$ cat config.mk
export PLATFORM = sky130hd
export DESIGN_NAME = dac_frame_rx
export DESIGN_NICKNAME = d
export VERILOG_FILES = /design/src/rtl/dac_frame_pkg.sv /design/src/rtl/dac_frame_sync.sv /design/src/rtl/dac_frame_shift.sv /design/src/rtl/dac_frame_reg.sv /design/src/rtl/dac_frame_rx.sv
export SDC_FILE = /design/constraint.sdc
export NUM_CORES = 1
export LEC_CHECK = 0
export BUFFER_PORTS_ARGS = -buffer_cell sky130_fd_sc_hd__buf_4
export CAP_MARGIN = 20
export CORE_MARGIN = 5
export CORE_UTILIZATION = 45
export CTS_CLUSTER_DIAMETER = 120
export DETAILED_ROUTE_END_ITERATION = 8
export MAX_ROUTING_LAYER = met4
export PLACE_DENSITY = 0.67
export SYNTH_ARGS = -nofsm -noshare
export SYNTH_HDL_FRONTEND = slang
export SYNTH_SLANG_ARGS = --single-unit
$ cat constraint.sdc
create_clock -name clk -period 1.6 [get_ports clk]
set_input_delay 0 -clock clk [delete_from_list [all_inputs] [get_ports clk]]
set_output_delay 0 -clock clk [all_outputs]
set_load 0.05 [all_outputs]
$ cat src/rtl/dac_frame_pkg.sv
package dac_frame_pkg;

   // Power-down mode carried in the frame; the bit pattern is decoded by the analog side
   typedef enum logic [1:0] {
      PD_NORMAL = 2'b00,
      PD_R1K    = 2'b01,
      PD_R100K  = 2'b10,
      PD_HIZ    = 2'b11
   } pd_mode_e;

   // Index of each serial pin inside the synchronizer bus
   localparam int unsigned PIN_SCLK = 2;
   localparam int unsigned PIN_SYNC = 1;
   localparam int unsigned PIN_DATA = 0;
   localparam int unsigned PIN_W    = 3;

endpackage

$ cat src/rtl/dac_frame_sync.sv
module dac_frame_sync
   import dac_frame_pkg::*;
#(
   parameter int unsigned STAGES = 2
) (
   input  logic clk,
   input  logic rst_n,
   input  logic sclk_i,
   input  logic sync_n_i,
   input  logic sdin_i,
   output logic sclk_fall_o,
   output logic sync_hi_o,
   output logic sdin_o
);

   // Serial clock idles low, select idles high after reset
   localparam logic [PIN_W-1:0] RST_V = (PIN_W'(1) << PIN_SYNC);

   generate
      if (STAGES < 2) begin : g_bad_stages
         $error("dac_frame_sync: STAGES must be at least 2");
      end
   endgenerate

   logic [PIN_W-1:0] chain [STAGES];
   logic [PIN_W-1:0] pins;
   logic             sclk_prev;

   assign pins[PIN_SCLK] = sclk_i;
   assign pins[PIN_SYNC] = sync_n_i;
   assign pins[PIN_DATA] = sdin_i;

   always_ff @(posedge clk or negedge rst_n) begin
      if (!rst_n) chain[0] <= RST_V;
      else        chain[0] <= pins;
   end

   genvar g;
   generate
      for (g = 1; g < STAGES; g++) begin : g_stage
         always_ff @(posedge clk or negedge rst_n) begin
            if (!rst_n) chain[g] <= RST_V;
            else        chain[g] <= chain[g-1];
         end
      end
   endgenerate

   always_ff @(posedge clk or negedge rst_n) begin
      if (!rst_n) sclk_prev <= 1'b0;
      else        sclk_prev <= chain[STAGES-1][PIN_SCLK];
   end

   assign sclk_fall_o = sclk_prev & ~chain[STAGES-1][PIN_SCLK];
   assign sync_hi_o   = chain[STAGES-1][PIN_SYNC];
   assign sdin_o      = chain[STAGES-1][PIN_DATA];

   // a detected fall is never followed directly by a second fall
   p_fall_single_r6: assert property (@(posedge clk) disable iff (!rst_n)
      sclk_fall_o |=> !sclk_fall_o);

endmodule

$ cat src/rtl/dac_frame_shift.sv
module dac_frame_shift #(
   parameter int unsigned FRAME_BITS = 24
) (
   input  logic                  clk,
   input  logic                  rst_n,
   input  logic                  sclk_fall,
   input  logic                  sync_hi,
   input  logic                  sdin,
   output logic                  frame_done,
   output logic [FRAME_BITS-1:0] frame_word
);

   localparam int unsigned CNT_W = $clog2(FRAME_BITS + 1);
   localparam logic [CNT_W-1:0] LAST = CNT_W'(FRAME_BITS - 1);
   localparam logic [CNT_W-1:0] FULL = CNT_W'(FRAME_BITS);

   generate
      if (FRAME_BITS < 2) begin : g_bad_frame
         $error("dac_frame_shift: FRAME_BITS must be at least 2");
      end
   endgenerate

   logic [CNT_W-1:0]      bit_cnt;
   logic [FRAME_BITS-1:0] shreg;
   logic                  take;

   assign take = sclk_fall && !sync_hi && (bit_cnt < FULL);

   always_ff @(posedge clk or negedge rst_n) begin
      if (!rst_n) begin
         bit_cnt    <= '0;
         shreg      <= '0;
         frame_done <= 1'b0;
      end else begin
         frame_done <= 1'b0;
         if (sync_hi) begin
            bit_cnt <= '0;
         end else if (take) begin
            shreg   <= {shreg[FRAME_BITS-2:0], sdin};
            bit_cnt <= bit_cnt + 1'b1;
            if (bit_cnt == LAST) frame_done <= 1'b1;
         end
      end
   end

   assign frame_word = shreg;

   // the counter never passes a full frame
   p_cnt_bound_r3: assert property (@(posedge clk) disable iff (!rst_n)
      bit_cnt <= FULL);

   // without a falling edge inside an open frame, the counter holds
   p_cnt_hold_r6: assert property (@(posedge clk) disable iff (!rst_n)
      (!sclk_fall && !sync_hi) |=> $stable(bit_cnt));

   // a raised select returns the counter to bit zero
   p_cnt_clear_r8: assert property (@(posedge clk) disable iff (!rst_n)
      sync_hi |=> (bit_cnt == '0));

   // completion needs a falling edge while the select was low
   p_done_src_r4: assert property (@(posedge clk) disable iff (!rst_n)
      frame_done |-> $past(sclk_fall && !sync_hi));

   // a full frame does not complete a second time
   p_no_redo_r5: assert property (@(posedge clk) disable iff (!rst_n)
      (bit_cnt == FULL && !sync_hi) |=> !frame_done);

endmodule

$ cat src/rtl/dac_frame_reg.sv
module dac_frame_reg #(
   parameter int unsigned CODE_W     = 16,
   parameter int unsigned MODE_W     = 2,
   parameter int unsigned FRAME_BITS = 24
) (
   input  logic                  clk,
   input  logic                  rst_n,
   input  logic                  load,
   input  logic [FRAME_BITS-1:0] word,
   output logic [CODE_W-1:0]     code_o,
   output logic [MODE_W-1:0]     mode_o,
   output logic                  stb_o
);

   localparam int unsigned USED_W = CODE_W + MODE_W;
   localparam int unsigned PAD_W  = FRAME_BITS - USED_W;

   generate
      if (FRAME_BITS < USED_W) begin : g_bad_fit
         $error("dac_frame_reg: frame too short for code and mode");
      end
      if (PAD_W > 0) begin : g_pad
         logic [PAD_W-1:0] pad_unused;
         assign pad_unused = word[FRAME_BITS-1 -: PAD_W];
      end
   endgenerate

   logic [CODE_W-1:0] code_in;
   logic [MODE_W-1:0] mode_in;

   assign code_in = word[CODE_W-1:0];
   assign mode_in = word[USED_W-1:CODE_W];

   always_ff @(posedge clk or negedge rst_n) begin
      if (!rst_n) begin
         code_o <= '0;
         mode_o <= '0;
         stb_o  <= 1'b0;
      end else begin
         stb_o <= load;
         if (load) begin
            code_o <= code_in;
            mode_o <= mode_in;
         end
      end
   end

   // outputs move only when a completed frame asks for it
   p_hold_r4: assert property (@(posedge clk) disable iff (!rst_n)
      !load |=> ($stable(code_o) && $stable(mode_o)));

   // the strobe lasts a single cycle
   p_stb_pulse_r9: assert property (@(posedge clk) disable iff (!rst_n)
      stb_o |=> !stb_o);

endmodule

$ cat src/rtl/dac_frame_rx.sv
module dac_frame_rx #(
   parameter int unsigned CODE_W      = 16,
   parameter int unsigned MODE_W      = 2,
   parameter int unsigned FRAME_BITS  = 24,
   parameter int unsigned SYNC_STAGES = 2
) (
   input  logic              clk,
   input  logic              rst_n,
   input  logic              sync_n,
   input  logic              sclk,
   input  logic              sdin,
   output logic [CODE_W-1:0] dac_code,
   output logic [MODE_W-1:0] pd_mode,
   output logic              update_stb
);

   logic                  sclk_fall;
   logic                  sync_hi;
   logic                  sdin_s;
   logic                  frame_done;
   logic [FRAME_BITS-1:0] frame_word;

   dac_frame_sync #(
      .STAGES (SYNC_STAGES)
   ) u_sync (
      .clk         (clk),
      .rst_n       (rst_n),
      .sclk_i      (sclk),
      .sync_n_i    (sync_n),
      .sdin_i      (sdin),
      .sclk_fall_o (sclk_fall),
      .sync_hi_o   (sync_hi),
      .sdin_o      (sdin_s)
   );

   dac_frame_shift #(
      .FRAME_BITS (FRAME_BITS)
   ) u_shift (
      .clk        (clk),
      .rst_n      (rst_n),
      .sclk_fall  (sclk_fall),
      .sync_hi    (sync_hi),
      .sdin       (sdin_s),
      .frame_done (frame_done),
      .frame_word (frame_word)
   );

   dac_frame_reg #(
      .CODE_W     (CODE_W),
      .MODE_W     (MODE_W),
      .FRAME_BITS (FRAME_BITS)
   ) u_reg (
      .clk    (clk),
      .rst_n  (rst_n),
      .load   (frame_done),
      .word   (frame_word),
      .code_o (dac_code),
      .mode_o (pd_mode),
      .stb_o  (update_stb)
   );

   // a strobe is always preceded by a completed frame
   p_stb_src_r9: assert property (@(posedge clk) disable iff (!rst_n)
      update_stb |-> $past(frame_done));

endmodule

==> out/results.txt <==
The worst setup slack for register-to-register paths is 0.06 ns. The first global-routing pass estimated 4850 µm of wire. The CTS root buffer was sky130_fd_sc_hd__clkbuf_8.

The count of placed standard cells in the final layout, fillers left out was 199; the highest clock frequency the design can meet was 0.649 GHz. The via density per instance came out at 5.09. In the global route stage, overall resource usage came out at 12.1%.

For the die area, the log shows 5630 µm². The maximum root-to-sink buffer count was 2. The total of buffers placed on input and output ports came out at 23. At the end of the flow, the number of nets in the layout was 156.

The number of H-tree levels was 2; the row count was 23. The final-report max-slew violation count was 0; the number of synthesized register bits was 50. The data arrival time of the worst path was 1.72 ns; the clock transition time at the flip-flop clock pins of the worst setup and hold paths was 0.08 ns. Synthesis produced a netlist whose cell count is 114.

The count of yosys warnings during synthesis was 0. Number of buffers inserted during clock tree synthesis: 5. The number of setup buffers added after CTS is 0.

Post-CTS repair changed the size of 0 cells. The area overhead of the layout relative to synthesis came out at 20.4%. The maximum fanout along the worst path was 11; the starting utilization of the core area was 46.9%. The clock reaches the later pin of the worst-skew pair after 0.29 ns. The power density of the placed cells is 1030 nW/µm².

The synthesized netlist occupies a cell area of 1900 µm². Entering global routing, the biggest net connects 51 pins. The area of the placeable core was 4060 µm².

The endpoint type of the worst setup path was a flip-flop. For the peak ir drop on the vdd network, the log shows 0.000741 V. The pre-antenna-repair detailed-routing pass consisted of 2 iterations. The maximum clock skew at final layout was 0.00512 ns; the number of max-cap violations was 0. The critical path in this run is classified as flip-flop to flip-flop. The number of nets handed over by synthesis was 120. The worst-case setup slack after placement was 0.0727 ns.

Setup violations remaining at the end of the flow were counted as 0. The post-layout minimum cycle time came out at 1.54 ns. The element type at the critical path start was a flip-flop. The share of the Yosys chip area taken by registers is 65.8%. The congestion estimate from routability-driven global placement came to 0.666. For the number of antenna violations at the first check in global routing, the log shows 0. The run gives 0 as the hold violation count in the final report. The netlist uses 24 different library cells. Of all cell types, the one taking the most synthesized area is sky130_fd_sc_hd__dfrtp_1. In this run the vertical extent of the chip is 75.1 µm. For this design, the sink count on the clock tree is 50. The flow ran to the end, and the final reports show no timing, DRC or antenna violations. The tools report the relative slew slack as 59.5%. The worst path uses 96.3% of the clock period. The required time reported for the critical path endpoint was 1.78 ns. Path category of the worst min-delay check: input pin to asynchronous set/reset pin. Of the cells placed in the final design, the portion with a size suffix greater than 1 is 52.3%. After synthesis, the largest area contributor takes up 63.1% of total cell area. The tools report the leakage power summed over all cells as 1.18 nW. Setup repair after global routing left no endpoint under its margin. A synthesized cell averages 16.7 µm².

The final layout contains routed wiring with a total length of 2920 µm. 24 I/O pins were placed. The via count of the first global-routing pass is 1032, and the routed length per instance is 14.7 µm. Summed over all failing endpoints, the final setup total negative slack is 0 ns.

The number of antenna diodes in the final layout is 0. The HPWL after detailed placement is 1980 µm. Utilization after layout: 56.5%. The detailed router finished its first iteration with 30 violations.

The number of placed instances, taps included came out at 189. Ranked by total cell area, the synthesized netlist is headed by sky130_fd_sc_hd__dfrtp_1 (63%), sky130_fd_sc_hd__mux2_2 (16%), sky130_fd_sc_hd__mux2_4 (7.9%). Total overflow reported by the global router: 0. TritonCTS built the clock tree. Once routing completed, OpenROAD measured the worst setup slack at 0.0588 ns.

The post-route antenna net violation count came out at 0. The die span in x came out at 75.1 µm. At the pin with the least slew margin, the transition time is 0.608 ns. The total via count in the routed design came out at 1013. The number of remaining DRC errors is 0.
through the flow:
stage	total power, W	area (µm²)	hold slack (ns)
finish	0.00237	2290	0.254
global route	0.00248	2290	0.320
CTS	0.00240	2290	0.271
detailed placement	0.00169	2170	0.0516
global placement	0.00167	2170	0.0448
floorplan	0.00161	1900	-0.296
registers in the layout, summed over array words and instances (netlist names):
name / count
u_sync.sclk_prev: 1
u_shift.frame_word: 18
u_sync.sdin_o: 1
u_shift.frame_done: 1
u_reg.mode_o: 2
u_reg.code_o: 16
u_shift.bit_cnt: 5
u_reg.stb_o: 1
u_sync.sync_hi_o: 1
u_sync.chain: 4
final timing paths:
path | startpoint | to | cells past startpoint
min in group clk | sdin | u_sync.chain[3] | 2
hold / removal | rst_n | u_reg.code_o[12] | 2
hold reg to reg | u_sync.chain[5] | u_sync.chain[2] | 0
setup / recovery | u_sync.chain[2] | u_shift.frame_word[2] | 4
max in group asynchronous | rst_n | u_reg.code_o[1] | 2
setup reg to reg | u_sync.chain[2] | u_shift.frame_word[2] | 4
cell usage after synthesis:
| cell type | instances |
|---|---|
| sky130_fd_sc_hd__dfrtp_1 | 48 |
| sky130_fd_sc_hd__mux2_2 | 27 |
| sky130_fd_sc_hd__mux2_4 | 10 |
| sky130_fd_sc_hd__nand3_1 | 3 |
| sky130_fd_sc_hd__a21oi_1 | 2 |
| sky130_fd_sc_hd__a41oi_1 | 2 |
| sky130_fd_sc_hd__dfstp_2 | 2 |
| sky130_fd_sc_hd__nor2_1 | 2 |
| sky130_fd_sc_hd__nor2b_1 | 2 |
| sky130_fd_sc_hd__o21ai_0 | 2 |
| sky130_fd_sc_hd__and2_4 | 1 |
| sky130_fd_sc_hd__and3_1 | 1 |
| sky130_fd_sc_hd__and4b_2 | 1 |
| sky130_fd_sc_hd__buf_1 | 1 |
| sky130_fd_sc_hd__buf_12 | 1 |
| sky130_fd_sc_hd__buf_2 | 1 |
| sky130_fd_sc_hd__buf_6 | 1 |
| sky130_fd_sc_hd__ha_1 | 1 |
| sky130_fd_sc_hd__nand2_1 | 1 |
| sky130_fd_sc_hd__nand2b_4 | 1 |
| sky130_fd_sc_hd__nor3_1 | 1 |
| sky130_fd_sc_hd__nor4b_1 | 1 |
| sky130_fd_sc_hd__or3_1 | 1 |
| sky130_fd_sc_hd__or3_2 | 1 |
layer usage:
| metal | up-vias | global-route usage [%] | wire (µm) |
|---|---|---|---|
| met3 | 6 | 4.41 | 145 |
| li1 | 477 | - | - |
| met1 | 509 | 15.2 | 1330 |
| met2 | 21 | 18.3 | 1410 |
| met5 | - | - | 0 |
| met4 | 0 | 4.15 | 34 |
area by class of cell:
class                      instances  area, µm²
fill                             327       1770
sequential                        50       1250
multi-input combinational         60        611
timing repair buffer              33        283
clock buffer                       6       82.6
tap                               50       62.6
cell usage in the layout (no fill, tap or decap):
cell,netlist,final
sky130_fd_sc_hd__dfrtp_1,48,48
sky130_fd_sc_hd__mux2_2,27,27
sky130_fd_sc_hd__buf_4,0,27
sky130_fd_sc_hd__mux2_4,10,10
sky130_fd_sc_hd__clkbuf_8,0,6
sky130_fd_sc_hd__dlygate4sd3_1,0,4
sky130_fd_sc_hd__nand3_1,3,3
sky130_fd_sc_hd__nor2b_1,2,2
sky130_fd_sc_hd__a41oi_1,2,2
sky130_fd_sc_hd__nor2_1,2,2
sky130_fd_sc_hd__o21ai_0,2,2
sky130_fd_sc_hd__a21oi_1,2,2
sky130_fd_sc_hd__buf_12,1,2
sky130_fd_sc_hd__dfstp_2,2,2
sky130_fd_sc_hd__nor4b_1,1,1
sky130_fd_sc_hd__nand2b_4,1,1
sky130_fd_sc_hd__and2_4,1,1
sky130_fd_sc_hd__or3_1,1,1
sky130_fd_sc_hd__and4b_2,1,1
sky130_fd_sc_hd__and3_1,1,1
sky130_fd_sc_hd__nor3_1,1,1
sky130_fd_sc_hd__nand2_1,1,1
sky130_fd_sc_hd__or3_2,1,1
sky130_fd_sc_hd__ha_1,1,1
timing repair:
| item | CTS | global route |
|---|---|---|
| endpoints found under the hold margin | 51 | 0 |
| setup endpoints to repair | 0 | 0 |
| hold buffers | 4 | 0 |
power breakdown:
group / total, W / internal, W / switching [W] / leakage (nW)
Sequential: 0.00145 / 0.00137 / 0.0000834 / 0.668
Clock: 0.000701 / 0.000334 / 0.000368 / 0.0431
Combinational: 0.000214 / 0.000151 / 0.0000628 / 0.471
Total: 0.00237 / 0.00185 / 0.000514 / 1.18
worst max-delay path, stage by stage, from the launching register on:
cell	delay, ns
sky130_fd_sc_hd__dfrtp_1	0.39
sky130_fd_sc_hd__nand2b_4	0.15
sky130_fd_sc_hd__or3_1	0.41
sky130_fd_sc_hd__buf_12	0.18
sky130_fd_sc_hd__mux2_4	0.29
cell families (layout without fill, tap and decap cells):
group	count (synthesis)	after routing	share of synthesized area, %
mux	37	37	23.8
flops	50	50	65.8
compound gates	6	6	1.97
fa+ha+maj	1	1	0.657
simple gates	16	16	5.58
buf+inv	4	39	2.10
(Power assumes the default switching activity.)
